File: src/rtl/gpio_bank_pkg.sv
package gpio_bank_pkg;
  // Word index (byte address bits 4:2) of each register.
  typedef enum logic [2:0] {
    SEL_OUT    = 3'd0,
    SEL_DIR    = 3'd1,
    SEL_FLASH  = 3'd2,
    SEL_INV    = 3'd3,
    SEL_VALUE  = 3'd4,
    SEL_CAUSE  = 3'd5,
    SEL_EMASK  = 3'd6,
    SEL_LMASK  = 3'd7
  } reg_sel_e;
endpackage

File: src/rtl/gpio_sync.sv
module gpio_sync #(
  parameter int WIDTH  = 32,
  parameter int STAGES = 2
) (
  input  logic             clk,
  input  logic             rst,
  input  logic [WIDTH-1:0] d,
  output logic [WIDTH-1:0] q
);
  logic [WIDTH-1:0] stg [STAGES];

  always_ff @(posedge clk) begin
    if (rst) begin
      for (int i = 0; i < STAGES; i++) stg[i] <= '0;
    end else begin
      stg[0] <= d;
      for (int i = 1; i < STAGES; i++) stg[i] <= stg[i-1];
    end
  end

  assign q = stg[STAGES-1];
endmodule

File: src/rtl/gpio_edge_cause.sv
module gpio_edge_cause #(
  parameter int WIDTH = 32
) (
  input  logic             clk,
  input  logic             rst,
  input  logic [WIDTH-1:0] value,
  input  logic             clr_we,
  input  logic [WIDTH-1:0] keep_bits,
  output logic [WIDTH-1:0] rise,
  output logic [WIDTH-1:0] cause
);
  logic [WIDTH-1:0] prev_q;
  logic [WIDTH-1:0] held;

  assign rise = value & ~prev_q;
  assign held = clr_we ? (cause & keep_bits) : cause;

  always_ff @(posedge clk) begin
    if (rst) begin
      prev_q <= '0;
      cause  <= '0;
    end else begin
      prev_q <= value;
      cause  <= held | rise;   // a new edge outranks a clear
    end
  end
endmodule

File: src/rtl/gpio_irq_reduce.sv
module gpio_irq_reduce #(
  parameter int WIDTH      = 32,
  parameter int GROUP_SIZE = 8,
  localparam int NUM_GROUPS = WIDTH / GROUP_SIZE
) (
  input  logic                  clk,
  input  logic                  rst,
  input  logic [WIDTH-1:0]      src,
  output logic [NUM_GROUPS-1:0] irq
);
  logic [NUM_GROUPS-1:0] grp_or;

  for (genvar g = 0; g < NUM_GROUPS; g++) begin : g_grp
    assign grp_or[g] = |src[g*GROUP_SIZE +: GROUP_SIZE];
  end

  always_ff @(posedge clk) begin
    if (rst) irq <= '0;
    else     irq <= grp_or;
  end
endmodule

File: src/rtl/gpio_irq_bank.sv
module gpio_irq_bank
  import gpio_bank_pkg::*;
#(
  parameter int NUM_LINES  = 32,
  parameter int GROUP_SIZE = 8,
  parameter int ADDR_W     = 8,
  parameter int BLINK_HALF = 2500000,
  localparam int NUM_GROUPS = NUM_LINES / GROUP_SIZE
) (
  input  logic                  clk,
  input  logic                  rst,
  input  logic                  bus_wr,
  input  logic                  bus_rd,
  input  logic [ADDR_W-1:0]     bus_addr,
  input  logic [NUM_LINES-1:0]  bus_wdata,
  output logic [NUM_LINES-1:0]  bus_rdata,
  input  logic [NUM_LINES-1:0]  pad_in,
  output logic [NUM_LINES-1:0]  pad_out,
  output logic [NUM_LINES-1:0]  pad_oe,
  output logic [NUM_GROUPS-1:0] irq_group
);
  localparam int CNT_W = $clog2(BLINK_HALF + 1);

  logic [NUM_LINES-1:0] out_q, dir_q, flash_q, inv_q, emask_q, lmask_q;
  logic [NUM_LINES-1:0] pad_sync, value_w, rise_w, cause_w, src_w;
  logic [CNT_W-1:0]     flash_cnt;
  logic                 flash_phase;

  // Address decode: aligned words inside the eight-register window.
  reg_sel_e sel;
  logic     in_map;
  logic     wr_hit;
  assign sel    = reg_sel_e'(bus_addr[4:2]);
  assign in_map = (bus_addr[ADDR_W-1:5] == '0) && (bus_addr[1:0] == 2'b00);
  assign wr_hit = bus_wr && in_map;

  gpio_sync #(.WIDTH(NUM_LINES), .STAGES(2)) u_sync (
    .clk (clk),
    .rst (rst),
    .d   (pad_in),
    .q   (pad_sync)
  );

  assign value_w = pad_sync ^ inv_q;

  gpio_edge_cause #(.WIDTH(NUM_LINES)) u_cause (
    .clk       (clk),
    .rst       (rst),
    .value     (value_w),
    .clr_we    (wr_hit && (sel == SEL_CAUSE)),
    .keep_bits (bus_wdata),
    .rise      (rise_w),
    .cause     (cause_w)
  );

  assign src_w = (value_w & lmask_q) | (cause_w & emask_q);

  gpio_irq_reduce #(.WIDTH(NUM_LINES), .GROUP_SIZE(GROUP_SIZE)) u_reduce (
    .clk (clk),
    .rst (rst),
    .src (src_w),
    .irq (irq_group)
  );

  // Control registers.
  always_ff @(posedge clk) begin
    if (rst) begin
      out_q   <= '0;
      dir_q   <= '1;
      flash_q <= '0;
      inv_q   <= '0;
      emask_q <= '0;
      lmask_q <= '0;
    end else if (wr_hit) begin
      case (sel)
        SEL_OUT:   out_q   <= bus_wdata;
        SEL_DIR:   dir_q   <= bus_wdata;
        SEL_FLASH: flash_q <= bus_wdata;
        SEL_INV:   inv_q   <= bus_wdata;
        SEL_EMASK: emask_q <= bus_wdata;
        SEL_LMASK: lmask_q <= bus_wdata;
        default:   ;   // value and cause handled elsewhere
      endcase
    end
  end

  // Registered read port.
  always_ff @(posedge clk) begin
    if (rst) begin
      bus_rdata <= '0;
    end else if (bus_rd) begin
      if (!in_map) begin
        bus_rdata <= '0;
      end else begin
        case (sel)
          SEL_OUT:   bus_rdata <= out_q;
          SEL_DIR:   bus_rdata <= dir_q;
          SEL_FLASH: bus_rdata <= flash_q;
          SEL_INV:   bus_rdata <= inv_q;
          SEL_VALUE: bus_rdata <= value_w;
          SEL_CAUSE: bus_rdata <= cause_w;
          SEL_EMASK: bus_rdata <= emask_q;
          SEL_LMASK: bus_rdata <= lmask_q;
          default:   bus_rdata <= '0;
        endcase
      end
    end
  end

  // Flash square wave, high after reset.
  always_ff @(posedge clk) begin
    if (rst) begin
      flash_cnt   <= '0;
      flash_phase <= 1'b1;
    end else if (flash_cnt == CNT_W'(BLINK_HALF - 1)) begin
      flash_cnt   <= '0;
      flash_phase <= ~flash_phase;
    end else begin
      flash_cnt <= flash_cnt + 1'b1;
    end
  end

  assign pad_out = out_q & (~flash_q | {NUM_LINES{flash_phase}});
  assign pad_oe  = ~dir_q;
endmodule

File: config.mk
export PLATFORM = sky130hd
export DESIGN_NAME = gpio_irq_bank
export DESIGN_NICKNAME = d
export VERILOG_FILES = /design/src/rtl/gpio_bank_pkg.sv /design/src/rtl/gpio_sync.sv /design/src/rtl/gpio_edge_cause.sv /design/src/rtl/gpio_irq_reduce.sv /design/src/rtl/gpio_irq_bank.sv
export SDC_FILE = /design/constraint.sdc
export NUM_CORES = 1
export LEC_CHECK = 0
export BUFFER_PORTS_ARGS = -buffer_cell sky130_fd_sc_hd__buf_2
export CAP_MARGIN = 30
export CORE_MARGIN = 8
export CORE_UTILIZATION = 40
export DETAILED_ROUTE_END_ITERATION = 10
export GPL_ROUTABILITY_DRIVEN = 1
export RECOVER_POWER = 100
export SETUP_SLACK_MARGIN = 0.3
export SYNTH_ARGS = -nofsm -noshare
export SYNTH_HDL_FRONTEND = slang
export SYNTH_SLANG_ARGS = --single-unit
File: constraint.sdc
create_clock -name clk -period 2 [get_ports clk]
set_clock_uncertainty 0.1 [all_clocks]
set_input_delay 0.1 -clock clk [delete_from_list [all_inputs] [get_ports clk]]
set_output_delay 0.1 -clock clk [all_outputs]
set_load 0.05 [all_outputs]
==> metrics.cfg <==
[outcome]
outcome=finished with violations
violations=setup timing

[floorplanning]
ios=176
die_w_um=213.2
start_util=0.4034
core_mm2=0.03856
die_h_um=213.2
die-area_mm2=0.04545
num_rows=72

[logic_synthesis]
syn_area_per_cell_um2=9.070
syn_area_mm2=0.01555
synth_top_area_cell=dfxtp_1
synthFlopType=dfxtp_1
yosys-top-cells-area=dfxtp_1 49%, nand2_1 6.2%, a21oi_1 4.4%
synth_seq_cells=379
yosys.area.top_type_share=0.4878
syn_nets=1792
synth-edff-count=0
synth_warnings=0
seq_area_frac_synth=0.4878
async_flop_share=0
synthCells=1715
synth_cell_types=50

[power]
p_sw_mw=3.697
seq_power_share=0.483
p_clk_frac=0.456
internal_power_mw=12.36
vdd_drop_max_v=0.0004874
p_leak_nw=7.959
swShare=0.2302
p_comb_frac=0.061
power_density_mw_per_mm2=816.0

[setup_path]
cp-end-kind=flip-flop
crit_fanout=6
r2r_slack_ns=-0.03
worstSetupPathType=reg2reg
crit_slowest_cell=or4_4
required_ns=2.33
cp.arrival_ns=2.36
worstSetupStartpointType=flip-flop
slowest_delay_ns=0.55
worstPathCellList=or4b_1, or4_4, o21ai_4, buf_6, nor2_1

[min_path]
hold_class=in2reg

[clock_tree]
cts.path.max_buffers=3
clk_latency_ns=0.54
cts.sink_count=379
path_clk_slew_ns=0.06
cts_max_level=2
clock-root-buffer=clkbuf_16
cts_tree=yes
cts_buffers=41

[layout]
drive_gt1_frac=0.1636
fin_nets=2043
final_util=0.5104
area_growth_pct=26.52
antenna_cells=0
nFillCells=3668
instances_no_fill=2511

[timing]
max_slew.worst_pin.slew_ns=1.420
relSlewSlack=0.05337
holdWs_ns=0.1739
min_period_over_period=1.015
fmax_mhz=492.7
drv_slew=0
final_hold_viol_count=0
rsz0062_at_grt=true
setup_viol=20
fin_ws_ns=-0.02947
finalCriticalPeriod_ns=2.029

[global_routing]
overflow=0
gr-usage-all-layers=0.2223
antenna_found_initial=3
grt_max_degree=117
grt_first_pass_wirelength_um=78600
grt_pass1_vias=13570

[detailed_routing]
vias_per_cell=5.406
wl_um=52010
drcViolationCount=0
routedWlPerCell_um=20.71
drt_first_pass_iters=5
vias=13580
drtAntennaViolNets=0
drt-initial-drc-count=1104

[placed_design]
place_hpwl_um=33750
dpl.cell_count=2364
dp_slack_ns=-0.02393
port_buffers=175
gp_congestion=0.8919

[flow_run]
maxCapViolCount=0

==> timing repair <==
| action | CTS | global route |
|---|---|---|
| endpoints found under the setup margin | 53 | 53 |
| hold endpoints to repair | 270 | 0 |
| cloned | 3 | 1 |
| gates resized for setup | 129 | 19 |
| pin swaps | 13 | 15 |
| setup buffers | 6 | 1 |
| hold buffers | 66 | 0 |
==> registers in the layout, summed over array words and instances, names as in the netlist <==
name / cells
u_sync.stg: 64
bus_rdata: 32
dir_q: 32
emask_q: 32
flash_q: 32
inv_q: 32
lmask_q: 32
out_q: 32
u_cause.cause: 32
u_cause.prev_q: 32
flash_cnt: 22
u_reduce.irq: 4
flash_phase: 1
==> final timing paths <==
path | start | to | depth (start not counted)
worst max register to register | flash_cnt[16] | flash_cnt[2] | 5
worst min-delay path | bus_wr | lmask_q[5] | 5
worst max-delay path | flash_cnt[16] | flash_cnt[2] | 5
worst min register to register | flash_cnt[0] | flash_cnt[0] | 1
==> worst max-delay path: cells and delay by family (launching register included) <==
family	cells	cell delay, ns
AO/OA/AOI/OAI	1	0.22
buffers and inverters	1	0.17
flip-flops	1	0.32
AND/OR/NAND/NOR	3	1.11
==> synth_stat cells, drive strengths merged (2+ instances only) <==
cell type / instances
and2: 33
nor2: 105
or4: 5
a21boi: 40
a211o: 8
nand4: 21
o21ai: 52
mux4: 22
nand2: 255
dfxtp: 379
xnor2: 10
a31oi: 6
a311oi: 2
nand2b: 46
mux2i: 64
and3b: 3
nor3b: 10
nor3: 11
o22ai: 22
clkbuf: 93
o21a: 30
or3: 6
o211ai: 32
inv: 38
a221oi: 13
nor4: 6
a21oi: 137
xor2: 36
and3: 15
and4: 7
o21bai: 2
o31ai: 28
a22oi: 17
nor2b: 68
a22o: 42
buf: 33
nand3: 10
==> routing by layer <==
metal | vias to the layer above | share of wire | GRT usage
met5 | - | 0.00079 | 0
met2 | 432 | 0.47 | 0.3693
met4 | 6 | 0.030 | 0.08390
li1 | 6478 | - | -
met1 | 6565 | 0.43 | 0.2871
met3 | 94 | 0.063 | 0.03713
==> logic make-up (layout without fill, tap and decap cells) <==
logic type                 Yosys count  in the layout  synth area share
xor gates and xnor gates            46             46           0.02590
AOI/OAI and AO/OA                  434            434            0.1826
DFF                                379            379            0.4878
muxes                               87             87           0.07376
and+or+nand+nor                    604            604            0.1869
adders and majority gates            1              1         0.0008042
buffers and inverters              164            442           0.04231
==> stage by stage <==
step	power, mW	cell area (um^2)	TNS (ns)
5_1_grt	16.58	19680	-2.612
4_1_cts	16.21	19970	-0.1127
2_1_floorplan	8.375	15570	0
6_report	16.06	19680	-0.2996
3_5_place_dp	8.795	17380	-0.1170
3_3_place_gp	8.780	17380	-0.1035
==> placed cells by master, fill, tap and decap left out, drive strengths merged, types with 36 or more instances in the layout <==
cell / instances
xor2: 36
dlygate4sd3: 66
nand2b: 46
nor2: 105
a21oi: 137
o21ai: 52
nand2: 255
inv: 39
nor2b: 68
buf: 152
a22o: 42
clkbuf: 178
dfxtp: 379
a21boi: 40
mux2i: 64
==> power by group through the flow <==
stage	clock network [mW]	registers, mW	logic, mW
2_1_floorplan	0	7.89	0.484
3_3_place_gp	0	7.91	0.866
3_5_place_dp	0	7.92	0.878
4_1_cts	7.47	7.75	0.984
5_1_grt	7.76	7.76	1.06
6_report	7.33	7.75	0.980
==> area by class of cell <==
class / instances / area, um^2 / area share
Multi-Input combinational cell: 1172 / 7660 / 0.3892
Sequential cell: 379 / 7594 / 0.3858
Timing Repair Buffer: 334 / 2350 / 0.1194
Clock buffer: 62 / 1175 / 0.05970
Tap cell: 518 / 648.1 / 0.03293
Inverter: 38 / 155.1 / 0.007884
Clock inverter: 8 / 98.84 / 0.005023
(Power assumes the default switching activity.)
